<file path="src/rtl/fdl_pkg.sv">
package fdl_pkg;

  typedef enum logic [2:0] {
    ST_IDLE,
    ST_CHECK,
    ST_COPY,
    ST_RESTORE,
    ST_RESULT
  } fdl_state_e;

  localparam logic [7:0] KEY_OPEN = 8'hA5;

  localparam logic [1:0] OFS_KEY = 2'd0;
  localparam logic [1:0] OFS_SEL = 2'd1;
  localparam logic [1:0] OFS_TGT = 2'd2;
  localparam logic [1:0] OFS_CTL = 2'd3;

  localparam int RES_OK_BIT  = 0;
  localparam int RES_SEL_BIT = 1;
  localparam int RES_TGT_BIT = 2;

  function automatic logic [7:0] rom_byte(input logic erase, input int unsigned idx);
    logic [7:0] base;
    base = erase ? 8'h40 : 8'h05;
    return 8'(idx * 7) + base;
  endfunction

endpackage

</file>
<file path="src/rtl/fdl_regs.sv">
module fdl_regs #(
  parameter int AW = 8
) (
  input  logic          clk,
  input  logic          rst_n,
  input  logic          we,
  input  logic [1:0]    addr,
  input  logic [7:0]    wdata,
  input  logic          from_ram,
  input  logic          busy,
  input  logic          clr,
  output logic [7:0]    key_q,
  output logic          sel_p_q,
  output logic          sel_e_q,
  output logic [AW-1:0] tgt_q,
  output logic          go_q,
  output logic          launch,
  output logic [7:0]    rdata
);
  import fdl_pkg::*;

  logic          wr_ok;
  logic          key_en, sel_en, tgt_en, go_en;
  logic [7:0]    key_d;
  logic          sel_p_d, sel_e_d, go_d;
  logic [AW-1:0] tgt_d;

  always_comb begin
    wr_ok   = we && !busy;
    launch  = wr_ok && (addr == OFS_CTL) && wdata[0] && (key_q == KEY_OPEN) && from_ram;
    key_en  = wr_ok && (addr == OFS_KEY);
    key_d   = wdata;
    tgt_en  = wr_ok && (addr == OFS_TGT);
    tgt_d   = AW'(wdata);
    sel_en  = clr || (wr_ok && (addr == OFS_SEL));
    sel_p_d = clr ? 1'b0 : wdata[0];
    sel_e_d = clr ? 1'b0 : wdata[1];
    go_en   = clr || launch;
    go_d    = !clr;
  end

  always_ff @(posedge clk or negedge rst_n) begin
    if (!rst_n) begin
      key_q   <= '0;
      sel_p_q <= 1'b0;
      sel_e_q <= 1'b0;
      tgt_q   <= '0;
      go_q    <= 1'b0;
    end else begin
      if (key_en) key_q <= key_d;
      if (sel_en) begin
        sel_p_q <= sel_p_d;
        sel_e_q <= sel_e_d;
      end
      if (tgt_en) tgt_q <= tgt_d;
      if (go_en)  go_q  <= go_d;
    end
  end

  always_comb begin
    case (addr)
      OFS_KEY: rdata = key_q;
      OFS_SEL: rdata = {6'b0, sel_e_q, sel_p_q};
      OFS_TGT: rdata = 8'(tgt_q);
      default: rdata = {7'b0, go_q};
    endcase
  end

endmodule

</file>
<file path="src/rtl/fdl_rom.sv">
module fdl_rom #(
  parameter int LEN = 16,
  parameter int IW  = 4
) (
  input  logic          erase,
  input  logic [IW-1:0] idx,
  output logic [7:0]    data
);
  import fdl_pkg::*;

  logic [7:0] prog_tab [LEN];
  logic [7:0] ers_tab  [LEN];

  for (genvar i = 0; i < LEN; i++) begin : g_tab
    assign prog_tab[i] = rom_byte(1'b0, i);
    assign ers_tab[i]  = rom_byte(1'b1, i);
  end

  always_comb begin
    data = erase ? ers_tab[idx] : prog_tab[idx];
  end

endmodule

</file>
<file path="src/rtl/fdl_seq.sv">
module fdl_seq #(
  parameter int LEN = 16,
  parameter int AW  = 8,
  parameter int IW  = 4
) (
  input  logic          clk,
  input  logic          rst_n,
  input  logic          launch,
  input  logic          sel_p,
  input  logic          sel_e,
  input  logic [AW-1:0] tgt,
  input  logic [7:0]    rom_data,
  output logic [IW-1:0] rom_idx,
  output logic          rom_erase,
  output logic          ram_we,
  output logic [AW-1:0] ram_addr,
  output logic [7:0]    ram_wdata,
  output logic          bank_sw,
  output logic          busy,
  output logic          clr
);
  import fdl_pkg::*;

  localparam int          DEPTH   = 1 << AW;
  localparam int          MAX_TGT = DEPTH - 1 - LEN;
  localparam logic [AW:0] MAX_T   = (AW+1)'(MAX_TGT);
  localparam logic [IW-1:0] LAST  = IW'(LEN - 1);

  fdl_state_e    state_q, state_d;
  logic [IW-1:0] idx_q, idx_d;
  logic [7:0]    code_q, code_d;
  logic          idx_en, code_en;
  logic          sel_bad, tgt_bad;

  always_comb begin
    sel_bad = !(sel_p ^ sel_e);
    tgt_bad = {1'b0, tgt} > MAX_T;
  end

  always_comb begin
    state_d = state_q;
    idx_d   = idx_q;
    idx_en  = 1'b0;
    code_d  = code_q;
    code_en = 1'b0;
    case (state_q)
      ST_IDLE: begin
        if (launch) state_d = ST_CHECK;
      end
      ST_CHECK: begin
        code_en = 1'b1;
        code_d  = '0;
        code_d[RES_SEL_BIT] = sel_bad;
        code_d[RES_TGT_BIT] = tgt_bad;
        code_d[RES_OK_BIT]  = !sel_bad && !tgt_bad;
        idx_en  = 1'b1;
        idx_d   = '0;
        state_d = (sel_bad || tgt_bad) ? ST_RESTORE : ST_COPY;
      end
      ST_COPY: begin
        idx_en = 1'b1;
        idx_d  = idx_q + IW'(1);
        if (idx_q == LAST) state_d = ST_RESTORE;
      end
      ST_RESTORE: state_d = ST_RESULT;
      ST_RESULT:  state_d = ST_IDLE;
      default:    state_d = ST_IDLE;
    endcase
  end

  always_ff @(posedge clk or negedge rst_n) begin
    if (!rst_n) begin
      state_q <= ST_IDLE;
      idx_q   <= '0;
      code_q  <= '0;
    end else begin
      state_q <= state_d;
      if (idx_en)  idx_q  <= idx_d;
      if (code_en) code_q <= code_d;
    end
  end

  always_comb begin
    busy      = (state_q != ST_IDLE);
    bank_sw   = (state_q == ST_CHECK) || (state_q == ST_COPY);
    clr       = (state_q == ST_RESULT);
    rom_idx   = idx_q;
    rom_erase = sel_e;
    ram_we    = 1'b0;
    ram_addr  = tgt;
    ram_wdata = code_q;
    if (state_q == ST_COPY) begin
      ram_we    = 1'b1;
      ram_addr  = tgt + AW'(idx_q) + AW'(1);
      ram_wdata = rom_data;
    end else if (state_q == ST_RESULT) begin
      ram_we    = 1'b1;
    end
  end

endmodule

</file>
<file path="src/rtl/fdl_ctrl.sv">
module fdl_ctrl #(
  parameter int LEN    = 16,
  parameter int RAM_AW = 8
) (
  input  logic              clk,
  input  logic              rst_n,
  input  logic              reg_we,
  input  logic [1:0]        reg_addr,
  input  logic [7:0]        reg_wdata,
  input  logic              reg_from_ram,
  output logic [7:0]        reg_rdata,
  output logic              ram_we,
  output logic [RAM_AW-1:0] ram_addr,
  output logic [7:0]        ram_wdata,
  output logic              bank_sw,
  output logic              busy
);
  localparam int IW = (LEN > 1) ? $clog2(LEN) : 1;

  logic [1:0]        rst_sync;
  logic              srst_n;
  logic [7:0]        key_q;
  logic              sel_p_q, sel_e_q, go_q;
  logic [RAM_AW-1:0] tgt_q;
  logic              launch, clr;
  logic [IW-1:0]     rom_idx;
  logic              rom_erase;
  logic [7:0]        rom_data;

  always_ff @(posedge clk or negedge rst_n) begin
    if (!rst_n) rst_sync <= 2'b00;
    else        rst_sync <= {rst_sync[0], 1'b1};
  end
  assign srst_n = rst_sync[1];

  fdl_regs #(.AW(RAM_AW)) u_regs (
    .clk(clk), .rst_n(srst_n), .we(reg_we), .addr(reg_addr), .wdata(reg_wdata),
    .from_ram(reg_from_ram), .busy(busy), .clr(clr), .key_q(key_q),
    .sel_p_q(sel_p_q), .sel_e_q(sel_e_q), .tgt_q(tgt_q), .go_q(go_q),
    .launch(launch), .rdata(reg_rdata)
  );

  fdl_rom #(.LEN(LEN), .IW(IW)) u_rom (
    .erase(rom_erase), .idx(rom_idx), .data(rom_data)
  );

  fdl_seq #(.LEN(LEN), .AW(RAM_AW), .IW(IW)) u_seq (
    .clk(clk), .rst_n(srst_n), .launch(launch), .sel_p(sel_p_q), .sel_e(sel_e_q),
    .tgt(tgt_q), .rom_data(rom_data), .rom_idx(rom_idx), .rom_erase(rom_erase),
    .ram_we(ram_we), .ram_addr(ram_addr), .ram_wdata(ram_wdata),
    .bank_sw(bank_sw), .busy(busy), .clr(clr)
  );

endmodule

</file>
<file path="config.mk">
export PLATFORM = sky130hd
export DESIGN_NAME = fdl_ctrl
export DESIGN_NICKNAME = d
export VERILOG_FILES = /design/src/rtl/fdl_pkg.sv /design/src/rtl/fdl_regs.sv /design/src/rtl/fdl_rom.sv /design/src/rtl/fdl_seq.sv /design/src/rtl/fdl_ctrl.sv
export SDC_FILE = /design/constraint.sdc
export NUM_CORES = 1
export LEC_CHECK = 0
export BUFFER_PORTS_ARGS = -buffer_cell sky130_fd_sc_hd__buf_2
export CAP_MARGIN = 40
export CORE_UTILIZATION = 35
export DETAILED_ROUTE_END_ITERATION = 8
export GPL_TIMING_DRIVEN = 0
export PLACE_DENSITY_LB_ADDON = 0.2
export SYNTH_ARGS = -nofsm -noshare
export SYNTH_HDL_FRONTEND = slang
export SYNTH_HIERARCHICAL = 1
export SYNTH_SLANG_ARGS = --single-unit
</file>
<file path="constraint.sdc">
create_clock -name clk -period 4 [get_ports clk]
set_input_delay 0.4 -clock clk [delete_from_list [all_inputs] [get_ports clk]]
set_output_delay 0.4 -clock clk [all_outputs]
set_load 0.01 [all_outputs]
</file>
==> results_dict.tcl, run 1 <==
set metrics [dict create \
    io-pin-count 41 \
    worstPathArrival_ns 2.39 \
    largest_net_degree_at_the_start_of_global_routing 17 \
    post_synth_num_cell_types 45 \
    die_x_um 80.0 \
    grt_remaining_overflow 0 \
    final_setup_tns_ns 0 \
    cts.sink_count 31 \
    max-slew-margin-rel 0.529 \
    path_delay_family "adder cells" \
    placed_cells_incl_taps 335 \
    final_layout_size_suffix_gt1_frac 0.309 \
    criticalPathCategory "register to output port" \
    mappedNetlistNets 246 \
    ys_seq_area_frac 0.365 \
    synthDominantAreaCellType "sky130_fd_sc_hd__dfrtp_1" \
    post_layout_net_count 295 \
    finish.cell_count_without_fillers 344 \
    netlist_instances 219 \
    r2r_path_start "u_seq/state_q[0]" \
    core_outline_area_sq_um 5890 \
    critical_path.endpoint_type "output port" \
    dr.first_iter.drc_count 75 \
    chip_height_um 80.0 \
    finalClockSkew_ns 0.00990 \
    worst_slew_pin_slew_ns 0.707 \
    finalWorstPathRequiredPeriod_ns 2.79 \
    netlist_area_sq_um 2130 \
    antenna_nets_post_route 0 \
    route.vias.total 1691 \
    synth-xor-area-share 0.0412 \
    worst_skew_pair_later_pin_latency_ns 0.28 \
    clk_pin_slew_worst_paths_ns 0.07 \
    detail_route.wl_per_cell_um 13.2 \
    synth-seq-cells 31 \
    timing.critical_path.buf_inv 2 \
    die_area_sq_um 6390 \
    crit_slowest_cell "sky130_fd_sc_hd__dfrtp_1" \
    path_max_fanout 7 \
    power.static_leakage_nw 1.22 \
    slew_viol_final 0 \
    rsz0062_at_grt "false" \
    muxShareOfSynthArea 0.158 \
    synth-adder-area-share 0.0800 \
    synth_top_family_by_area "simple AND/OR/NAND/NOR gates" \
    maxCapViolCount 0 \
    status "complete, no violations" \
    tritoncts_clock_tree "yes" \
    post_synthesis_simple_gate_area_fraction 0.211 \
    finalHoldViolCount 0 \
    yosysWarningCount 6 \
    numCtsBuffers 5 \
    placement.io_buffers 40 \
    synthFlopType "sky130_fd_sc_hd__dfrtp_1" \
    avgSynthCellArea_sq_um 9.71 \
    root_buffer_cell "sky130_fd_sc_hd__clkbuf_8" \
    wirelength_um 4550 \
    routabilityCongestion 0.762 \
    drt_pass1_iterations 4 \
    critPathMaxStageDelay_ns 0.51 \
    syn_to_final_growth_pct 20.3 \
    worstPathRequired_ns 3.60 \
    placement_rows 28 \
    synth.area.top_cells "sky130_fd_sc_hd__dfrtp_1 36%, sky130_fd_sc_hd__mux2_2 8.5%, sky130_fd_sc_hd__ha_1 7.1%, sky130_fd_sc_hd__mux2i_1 5.2%, sky130_fd_sc_hd__nand2_1 4.8%" \
    cts.path.max_buffers 2 \
    h-tree-depth 2 \
    timing.critical_path.from "u_seq/rom_idx[0]" \
    dpl.hpwl_um 3520 \
    async_reset_ff_frac 1.00 \
    drt-vias-per-instance 4.92 \
    setup_viol_count_final 0 \
    synth-compound-area-share 0.0965 \
    initial_utilization 0.361 \
    insertedDiodeCount 0 \
    number_of_global_route_vias_before_repair 1545 \
    synth.top_cell.area_share 0.365 \
    power_density_nw_per_um2 657 \
    max_freq_mhz 358 \
    post_cts.repair.setup_buffers 0 \
    synth_enable_flop_cells 0 \
    worstPathCellList "inv_1, ha_1, fa_1, nand2b_1, a211oi_4, nand3_2, xnor2_1, buf_2" \
    type_of_the_most_critical_hold_path "register to async pin" \
    remaining_drc_errors 0 \
    antenna_found_initial 0 \
    groute.usage.overall 0.155 \
    fraction_of_the_cycle_the_final_worst_path_needs 0.698 \
    cp-start-kind "register" \
    setup.reg_to_reg.worst_slack_ns 1.88 \
    largest_voltage_drop_on_the_vdd_net_v 0.000237 \
    global_route_wire_length_before_repair_um 7590 \
]
==> logic make-up (layout without fill, tap and decap cells) <==
logic type | after synthesis | after routing
buffers and inverters | 19 | 69
muxes | 29 | 29
and+or+nand+nor | 83 | 83
adders and majority gates | 13 | 13
AOI/OAI and AO/OA | 33 | 33
DFF | 31 | 31
xor gates and xnor gates | 10 | 10
other | 1 | 1
==> report_power, final <==
part	internal (mW)	switching (mW)
logic	0.403	0.431
registers	0.409	0.134
clock network	0.185	0.119
==> repair_timing <==
item                                   CTS  global route
gates resized for setup                  0             0
hold buffers                             1             0
endpoints found under the hold margin    2             0
==> sequential cells by signal, indices dropped and copies added, names as in the netlist <==
register / cells
u_regs/sel_p_q: 1
u_seq/code_q: 3
u_regs/go_q: 1
u_regs/key_q: 8
u_regs/sel_e_q: 1
rst_sync: 2
u_seq/state_q: 3
u_regs/tgt_q: 8
u_seq/rom_idx: 4
==> placed cells by master (no fill, tap or decap), types with 3 or more instances in the layout <==
cell type	instances
sky130_fd_sc_hd__a21oi_1	8
sky130_fd_sc_hd__and2_1	6
sky130_fd_sc_hd__buf_2	42
sky130_fd_sc_hd__buf_4	3
sky130_fd_sc_hd__clkbuf_1	3
sky130_fd_sc_hd__clkbuf_8	5
sky130_fd_sc_hd__dfrtp_1	31
sky130_fd_sc_hd__ha_1	12
sky130_fd_sc_hd__inv_1	9
sky130_fd_sc_hd__mux2_2	16
sky130_fd_sc_hd__mux2i_1	11
sky130_fd_sc_hd__nand2_1	27
sky130_fd_sc_hd__nand2b_1	3
sky130_fd_sc_hd__nand3b_1	3
sky130_fd_sc_hd__nor2_1	22
sky130_fd_sc_hd__nor3b_1	3
sky130_fd_sc_hd__o21ai_0	15
sky130_fd_sc_hd__xnor2_1	5
sky130_fd_sc_hd__xor2_1	5
==> layout make-up <==
type	instances	area (sq um)
clock buffers	5	68.8
inverters	9	33.8
clock inverters	3	43.8
well taps	75	93.8
flip-flops and latches	31	776
plain buffers	10	66.3
repair buffers	42	225
fillers	600	3330
multi-input cells	169	1250
==> per-layer routing <==
| metal | global-route usage | wire length (um) | up-vias |
|---|---|---|---|
| met5 | 0 | 0 | - |
| met4 | 0.0429 | 39 | 0 |
| met3 | 0.0297 | 158 | 4 |
| met2 | 0.233 | 2040 | 30 |
| met1 | 0.225 | 2310 | 801 |
| li1 | - | - | 856 |
==> cell usage after synthesis, types with 2 or more instances <==
cell type / count
sky130_fd_sc_hd__nand3_1: 2
sky130_fd_sc_hd__mux4_2: 2
sky130_fd_sc_hd__nand3b_1: 3
sky130_fd_sc_hd__buf_2: 2
sky130_fd_sc_hd__and2_1: 6
sky130_fd_sc_hd__clkbuf_1: 3
sky130_fd_sc_hd__ha_1: 12
sky130_fd_sc_hd__xnor2_1: 5
sky130_fd_sc_hd__a21oi_1: 8
sky130_fd_sc_hd__buf_6: 2
sky130_fd_sc_hd__o21ai_1: 2
sky130_fd_sc_hd__o21ai_0: 15
sky130_fd_sc_hd__dfrtp_1: 31
sky130_fd_sc_hd__or2_2: 2
sky130_fd_sc_hd__nor2_1: 22
sky130_fd_sc_hd__mux2i_1: 11
sky130_fd_sc_hd__mux2_2: 16
sky130_fd_sc_hd__nor2_2: 2
sky130_fd_sc_hd__a311o_1: 2
sky130_fd_sc_hd__inv_1: 9
sky130_fd_sc_hd__nor3b_1: 3
sky130_fd_sc_hd__nand2b_1: 3
sky130_fd_sc_hd__xor2_1: 5
sky130_fd_sc_hd__buf_4: 3
sky130_fd_sc_hd__nand2_1: 27
sky130_fd_sc_hd__or3b_1: 2
==> metrics by stage <==
| step | hold WS (ns) | power (mW) | util | instance area (sq um) | setup WS, ns |
|---|---|---|---|---|---|
| floorplan | 0.104 | 1.15 | - | 2130 | 1.72 |
| global placement | 0.186 | 1.37 | 0.411 | 2420 | 1.51 |
| detailed placement | 0.190 | 1.39 | 0.414 | 2440 | 1.48 |
| CTS | 0.332 | 1.70 | 0.435 | 2560 | 1.16 |
| global route | 0.357 | 1.85 | 0.435 | 2560 | 1.01 |
| finish | 0.294 | 1.68 | 0.435 | 2560 | 1.21 |
==> final timing paths <==
path	end	cells past startpoint
hold reg to reg	u_regs/key_q[3]	0
max in group asynchronous	u_seq/state_q[1]	1
setup reg to reg	u_seq/state_q[0]	7
min in group clk	rst_sync[1]	0
setup / recovery	ram_addr[6]	8
hold / removal	u_regs/key_q[3]	0
No activity file was read; power rests on OpenSTA's default activity.
==> run 2, diff against run 1 <==
--- a/config.mk
+++ b/config.mk
@@ -5,6 +5,7 @@
 export SDC_FILE = /design/constraint.sdc
 export NUM_CORES = 1
 export LEC_CHECK = 0
+export ABC_AREA = 1
 export BUFFER_PORTS_ARGS = -buffer_cell sky130_fd_sc_hd__buf_2
 export CAP_MARGIN = 40
 export CORE_UTILIZATION = 35
==> constraint.sdc (replaced) <==
create_clock -name clk -period 2.3 [get_ports clk]
set_input_delay 0.23 -clock clk [delete_from_list [all_inputs] [get_ports clk]]
set_output_delay 0.23 -clock clk [all_outputs]
set_load 0.01 [all_outputs]
==> run 2 against run 1 <==
Compared with the run above: utilization increased by 0.054 points; worst setup slack lost 1.0 ns; die area grew 7.8%; cell area is 8.0% higher; critical path type unchanged; via count up 22%; critical path depth up 1.
==> results_dict.tcl, run 2 <==
set metrics [dict create \
    status "complete, no violations" \
    root_buffer_cell "sky130_fd_sc_hd__clkbuf_8" \
    mappedNetlistNets 340 \
    number_of_global_route_vias_before_repair 1954 \
    dr.first_iter.drc_count 89 \
    global_route_wire_length_before_repair_um 8900 \
    worstRegToRegCells 8 \
    netlist_instances 313 \
    avgSynthCellArea_sq_um 7.34 \
    die_x_um 83.0 \
    power.clock.fraction 0.146 \
    drt_pass1_iterations 4 \
    clk_pin_slew_worst_paths_ns 0.07 \
    max_freq_mhz 468 \
    synth-compound-area-share 0.154 \
    post_synthesis_simple_gate_area_fraction 0.291 \
    placed_cells_incl_taps 431 \
    worst_slew_pin_slew_ns 0.776 \
    synth_enable_flop_cells 0 \
    type_of_the_most_critical_hold_path "input port to register" \
    worstHoldPathCells 3 \
    largest_net_degree_at_the_start_of_global_routing 19 \
    antenna_nets_post_route 0 \
    dpl.hpwl_um 4050 \
    slew_viol_final 0 \
    synthDominantAreaCellType "sky130_fd_sc_hd__dfrtp_1" \
    yosysWarningCount 6 \
    timing.hold.ws_ns 0.212 \
    wirelength_um 5320 \
    route.vias.total 2071 \
    core_outline_area_sq_um 6350 \
    setup_crit_end "ram_addr[6]" \
    synth-seq-cells 31 \
    post_synth_num_cell_types 36 \
    finish.cell_count_without_fillers 443 \
    critical_path.endpoint_type "output port" \
    worstPathRequired_ns 2.07 \
    pwr-share-seq 0.280 \
    setup.reg_to_reg.worst_slack_ns 0.63 \
    die_area_sq_um 6890 \
    internal_power_mw 2.04 \
    netlist_area_sq_um 2300 \
    dp_worst_setup_slack_ns 0.168 \
    ys_seq_area_frac 0.338 \
    synth-adder-area-share 0.0741 \
    synth.area.top_cells "sky130_fd_sc_hd__dfrtp_1 34%, sky130_fd_sc_hd__nand2_1 15%, sky130_fd_sc_hd__inv_1 7.0%, sky130_fd_sc_hd__ha_1 6.5%, sky130_fd_sc_hd__o21ai_2 4.2%" \
    chip_height_um 83.0 \
    finalWorstPathRequiredPeriod_ns 2.14 \
    final_setup_tns_ns 0 \
    cts.path.max_buffers 2 \
    finalHoldViolCount 0 \
    grt_remaining_overflow 0 \
    power.total_mw 3.77 \
    placement.io_buffers 40 \
    remaining_drc_errors 0 \
    h-tree-depth 2 \
    cts.sink_count 31 \
    switching_power_mw 1.73 \
    drt-vias-per-instance 4.67 \
    reg2reg_to "u_seq/state_q[0]" \
    synthFlopType "sky130_fd_sc_hd__dfrtp_1" \
    insertedDiodeCount 0 \
    antenna_found_initial 0 \
    async_reset_ff_frac 1.00 \
    synth-xor-area-share 0.0153 \
    criticalPathCategory "register to output port" \
    top_library_cells_by_usage_in_the_layout_fill_and_taps_aside "94 x sky130_fd_sc_hd__nand2_1, 43 x sky130_fd_sc_hd__inv_1, 41 x sky130_fd_sc_hd__buf_2" \
    tritoncts_clock_tree "yes" \
    synth.top_cell.area_share 0.338 \
    worst_skew_pair_later_pin_latency_ns 0.28 \
    io-pin-count 41 \
    groute.usage.overall 0.160 \
    routabilityCongestion 0.803 \
    setup_viol_count_final 0 \
    combPwrFrac 0.574 \
    power.static_leakage_nw 1.45 \
    worstPathArrival_ns 1.91 \
    initial_utilization 0.362 \
    timing.critical_path.from "u_seq/rom_idx[0]" \
    postLayoutSetupSlackWorst_ns 0.164 \
    muxShareOfSynthArea 0 \
    r2r_path_start "u_seq/state_q[0]" \
    rsz0062_at_grt "false" \
    maxCapViolCount 0 \
    final_layout_size_suffix_gt1_frac 0.268 \
    max-slew-margin-rel 0.482 \
    syn_to_final_growth_pct 20.3 \
    synth_top_family_by_area "simple AND/OR/NAND/NOR gates" \
    detail_route.wl_per_cell_um 12.0 \
    most_common_library_cell_in_the_layout_ignoring_fill_and_taps "sky130_fd_sc_hd__nand2_1" \
    placement_rows 29 \
    largest_voltage_drop_on_the_vdd_net_v 0.000583 \
    cp-start-kind "register" \
    power_density_nw_per_um2 1360 \
    power_switching_share 0.459 \
    numCtsBuffers 5 \
    post_layout_net_count 392 \
    synth_most_common_cell "sky130_fd_sc_hd__nand2_1" \
    fraction_of_the_cycle_the_final_worst_path_needs 0.929 \
    post_synth_most_frequent_cells "94 x sky130_fd_sc_hd__nand2_1, 43 x sky130_fd_sc_hd__inv_1, 31 x sky130_fd_sc_hd__dfrtp_1" \
    path_max_fanout 3 \
    finalClockSkew_ns 0.00477 \
]
[run 2: cell count changes in the layout (fill, tap and decap cells not counted), sizes merged, moves of 6 or more]
| cell | before | now |
|---|---|---|
| a22o | 0 | 6 |
| and2 | 6 | 0 |
| inv | 9 | 52 |
| mux2 | 16 | 0 |
| mux2i | 11 | 0 |
| nand2 | 27 | 99 |
| nand3 | 3 | 21 |
| o21ai | 17 | 40 |
[run 2: cells by family (layout without fill, tap and decap cells)]
kind of cell    count (synthesis)  after routing
xor+xnor                        4              4
simple gates                  147            147
fa+ha+maj                      13             13
flops                          31             31
compound gates                 56             56
other cells                     1              1
buf+inv                        61            114
[run 2: power groups by stage]
stage	Combinational [mW]	Clock, mW	Sequential (mW)
3_3_place_gp	2.07	0	1.07
4_1_cts	2.15	0.570	1.05
6_report	2.16	0.550	1.05
5_1_grt	2.44	0.593	1.09
3_5_place_dp	2.10	0	1.08
2_1_floorplan	1.57	0	0.994
[run 2: routing by layer]
metal	vias to the layer above	part of all wire	track usage
met4	0	0.028	0.0721
met3	12	0.027	0.0209
met1	925	0.48	0.214
li1	1088	-	-
met2	46	0.46	0.258
met5	-	0	0
[run 2: worst min path at each step]
stage	startpoint	end	slack, ns
2_1_floorplan	rst_n	rst_sync[0]	-0.07
3_3_place_gp	rst_n	rst_sync[0]	0.01
3_5_place_dp	rst_n	rst_sync[0]	0.02
4_1_cts	reg_wdata[3]	u_regs/tgt_q[3]	0.21
5_1_grt	reg_wdata[6]	u_regs/tgt_q[6]	0.21
6_report	reg_wdata[3]	u_regs/tgt_q[3]	0.21
[run 2: repair_timing]
action                     4_1_cts  5_1_grt
setup buffers                    1        2
resized for setup                1        3
setup endpoints to repair        3        4
gates cloned                     0        0
hold endpoints to repair         2        0
hold buffers                     1        0
[run 2: stage by stage]
stage | area [sq um] | utilization
6_report | 2760 | 0.435
3_5_place_dp | 2610 | 0.411
4_1_cts | 2750 | 0.432
3_3_place_gp | 2590 | 0.408
2_1_floorplan | 2300 | -
5_1_grt | 2760 | 0.435
[run 2: area by class of cell]
cell class              count  area [sq um]
multi-input cells         221          1230
inverters                  52           203
clock inverters             2          35.0
well taps                  77          96.3
fillers                   679          3590
flip-flops and latches     31           778
plain buffers               9          87.6
clock buffers               6          82.6
repair buffers             45           248
[run 2: worst max-delay path, cell delays in order, from the launching register on]
cell and delay, ns:
sky130_fd_sc_hd__dfrtp_2 0.36, sky130_fd_sc_hd__inv_1 0.06, sky130_fd_sc_hd__ha_1 0.23, sky130_fd_sc_hd__fa_2 0.36
sky130_fd_sc_hd__o21ai_1 0.15, sky130_fd_sc_hd__nand2_1 0.12, sky130_fd_sc_hd__nor2_1 0.11, sky130_fd_sc_hd__nand2_1 0.06
sky130_fd_sc_hd__nand2_1 0.06, sky130_fd_sc_hd__buf_2 0.12
==> run 3, diff against run 2 <==
--- a/config.mk
+++ b/config.mk
@@ -8,7 +8,7 @@
 export ABC_AREA = 1
 export BUFFER_PORTS_ARGS = -buffer_cell sky130_fd_sc_hd__buf_2
 export CAP_MARGIN = 40
-export CORE_UTILIZATION = 35
+export CORE_UTILIZATION = 56
 export DETAILED_ROUTE_END_ITERATION = 8
 export GPL_TIMING_DRIVEN = 0
 export PLACE_DENSITY_LB_ADDON = 0.2
==> constraint.sdc (replaced) <==
create_clock -name clk -period 2.27 [get_ports clk]
set_input_delay 0.227 -clock clk [delete_from_list [all_inputs] [get_ports clk]]
set_output_delay 0.227 -clock clk [all_outputs]
set_load 0.01 [all_outputs]
==> run 3 against run 2 <==
Compared with the run above: count of clock-buffer cells in the layout unchanged; hold slack got worse by 0.011 ns; routed wire length decreased by 6.5%; critical path depth unchanged; cell count decreased by 6.8%; die area decreased by 37%; first-iteration DRC count increased by 18%; total power increased by 0.70%; register-to-register slack got worse by 0.04 ns; cell area decreased by 1.1%; worst setup slack got worse by 0.027 ns; non-clock buffer count decreased by 1; critical path type unchanged; largest cell class unchanged; largest power group unchanged.
==> results_dict.tcl, run 3 (synthesis gave the netlist of run 2 again) <==
set metrics [dict create \
    remaining_drc_errors 0 \
    io-pin-count 41 \
    dpl.hpwl_um 3910 \
    worst_skew_pair_later_pin_latency_ns 0.28 \
    die_x_um 66.1 \
    syn_to_final_growth_pct 19.0 \
    timing.critical_path.from "u_seq/rom_idx[0]" \
    stdcell_area_sq_um 2730 \
    type_of_the_most_critical_hold_path "register to async pin" \
    antenna_nets_post_route 0 \
    placement_rows 22 \
    grt_remaining_overflow 0 \
    status "complete, no violations" \
    area.sequential_sq_um 778 \
    largest_net_degree_at_the_start_of_global_routing 22 \
    critical_path.endpoint_type "output port" \
    finalWorstPathRequiredPeriod_ns 2.13 \
    cp-start-kind "register" \
    criticalPathCategory "register to output port" \
    core_outline_area_sq_um 3800 \
    h-tree-depth 2 \
    fraction_of_the_cycle_the_final_worst_path_needs 0.939 \
    path_max_fanout 3 \
    max_freq_mhz 469 \
    finalHoldViolCount 0 \
    setup_viol_count_final 0 \
    detail_route.wl_per_cell_um 12.0 \
    insertedDiodeCount 0 \
    wirelength_um 4980 \
    placement.io_buffers 40 \
    antenna_found_initial 0 \
    power.static_leakage_nw 1.45 \
    rsz0062_at_grt "false" \
    cts.sink_count 31 \
    worstPathArrival_ns 1.91 \
    largest_voltage_drop_on_the_vdd_net_v 0.000923 \
    drt-vias-per-instance 5.12 \
    groute.usage.overall 0.264 \
    clk_pin_slew_worst_paths_ns 0.07 \
    finalClockSkew_ns 0.00571 \
    cts.path.max_buffers 2 \
    worst_slew_pin_slew_ns 0.501 \
    slew_viol_final 0 \
    initial_utilization 0.605 \
    num-fill-cells 332 \
    global_route_wire_length_before_repair_um 8640 \
    top_library_cells_by_usage_in_the_layout_fill_and_taps_aside "94 x sky130_fd_sc_hd__nand2_1, 43 x sky130_fd_sc_hd__inv_1, 41 x sky130_fd_sc_hd__buf_2" \
    final_setup_tns_ns 0 \
    dr.first_iter.drc_count 105 \
    routabilityCongestion 0.823 \
    dp_worst_setup_slack_ns 0.106 \
    chip_height_um 66.1 \
    tritoncts_clock_tree "yes" \
    most_common_library_cell_in_the_layout_ignoring_fill_and_taps "sky130_fd_sc_hd__nand2_1" \
    final_layout_size_suffix_gt1_frac 0.266 \
    postLayoutSetupSlackWorst_ns 0.137 \
    max-slew-margin-rel 0.666 \
    worstPathRequired_ns 2.04 \
    maxCapViolCount 0 \
    numCtsBuffers 5 \
    number_of_global_route_vias_before_repair 1946 \
    drt_pass1_iterations 4 \
    post_layout_net_count 391 \
    power_density_nw_per_um2 1390 \
    r2r_path_start "u_seq/state_q[0]" \
    die_area_sq_um 4360 \
    multi_input_gate_area_sq_um 1230 \
    route.vias.total 2116 \
    dpl-instance-area_sq_um 2580 \
    root_buffer_cell "sky130_fd_sc_hd__clkbuf_8" \
    power.total_mw 3.79 \
]
run 3: cell types whose count changed in the layout (fill, tap and decap cells not counted):
cell,change
sky130_fd_sc_hd__buf_4,-1
sky130_fd_sc_hd__buf_8,-1
sky130_fd_sc_hd__buf_16,+1
run 3: per-stage QoR:
| stage | cells | utilization | hold WS (ns) |
|---|---|---|---|
| 6_report | 413 | 0.719 | 0.201 |
| 5_1_grt | 413 | 0.719 | 0.217 |
| 4_1_cts | 412 | 0.716 | 0.209 |
| 3_5_place_dp | 402 | 0.681 | 0.0163 |
| 3_3_place_gp | 401 | 0.673 | 0.0143 |
| 2_1_floorplan | 313 | - | -0.0686 |
run 3: final timing paths:
path	slack (ns)	to	cells after the start
min in group clk	0.21	u_regs/sel_e_q	3
hold reg to reg	0.20	u_seq/rom_idx[3]	0
setup reg to reg	0.59	u_seq/state_q[0]	8
hold / removal	0.20	u_seq/rom_idx[3]	0
setup / recovery	0.14	ram_addr[6]	9
max in group asynchronous	1.59	u_seq/rom_idx[0]	1
run 3: layout make-up:
| type | count | share of cell area |
|---|---|---|
| Buffer | 9 | 0.0321 |
| Clock buffer | 6 | 0.0302 |
| Clock inverter | 2 | 0.0128 |
| Inverter | 52 | 0.0742 |
| Multi-Input combinational cell | 221 | 0.451 |
| Sequential cell | 31 | 0.285 |
| Tap cell | 48 | 0.0220 |
| Timing Repair Buffer | 44 | 0.0925 |
run 3: repair_timing:
item | 4_1_cts | 5_1_grt
gates resized for setup | 1 | 3
pin swaps | 0 | 0
setup buffers | 1 | 1
cloned | 0 | 0
hold endpoints to repair | 2 | 0
hold buffers | 1 | 0
setup endpoints to repair | 3 | 4
run 3: report_power, final:
| part | switching, mW | leakage (nW) | internal (mW) |
|---|---|---|---|
| Sequential | 0.265 | 0.388 | 0.799 |
| Combinational | 1.27 | 0.999 | 0.904 |
| Clock | 0.200 | 0.0612 | 0.355 |
| Total | 1.74 | 1.45 | 2.06 |
run 3: critical path, cell delays in order, from the launching register on:
cell	delay, ns
sky130_fd_sc_hd__dfrtp_2	0.35
sky130_fd_sc_hd__inv_1	0.06
sky130_fd_sc_hd__ha_1	0.23
sky130_fd_sc_hd__fa_2	0.36
sky130_fd_sc_hd__o21ai_1	0.15
sky130_fd_sc_hd__nand2_1	0.12
sky130_fd_sc_hd__nor2_1	0.11
sky130_fd_sc_hd__nand2_1	0.06
sky130_fd_sc_hd__nand2_1	0.06
sky130_fd_sc_hd__buf_2	0.12
run 3: per-layer routing:
layer	track usage	vias to the layer above	share of wire	wire length, um
met2	0.454	52	0.49	2420
met5	0	-	0	0
li1	-	1089	-	-
met4	0.106	0	0.025	123
met3	0.0500	11	0.048	239
met1	0.324	964	0.44	2190
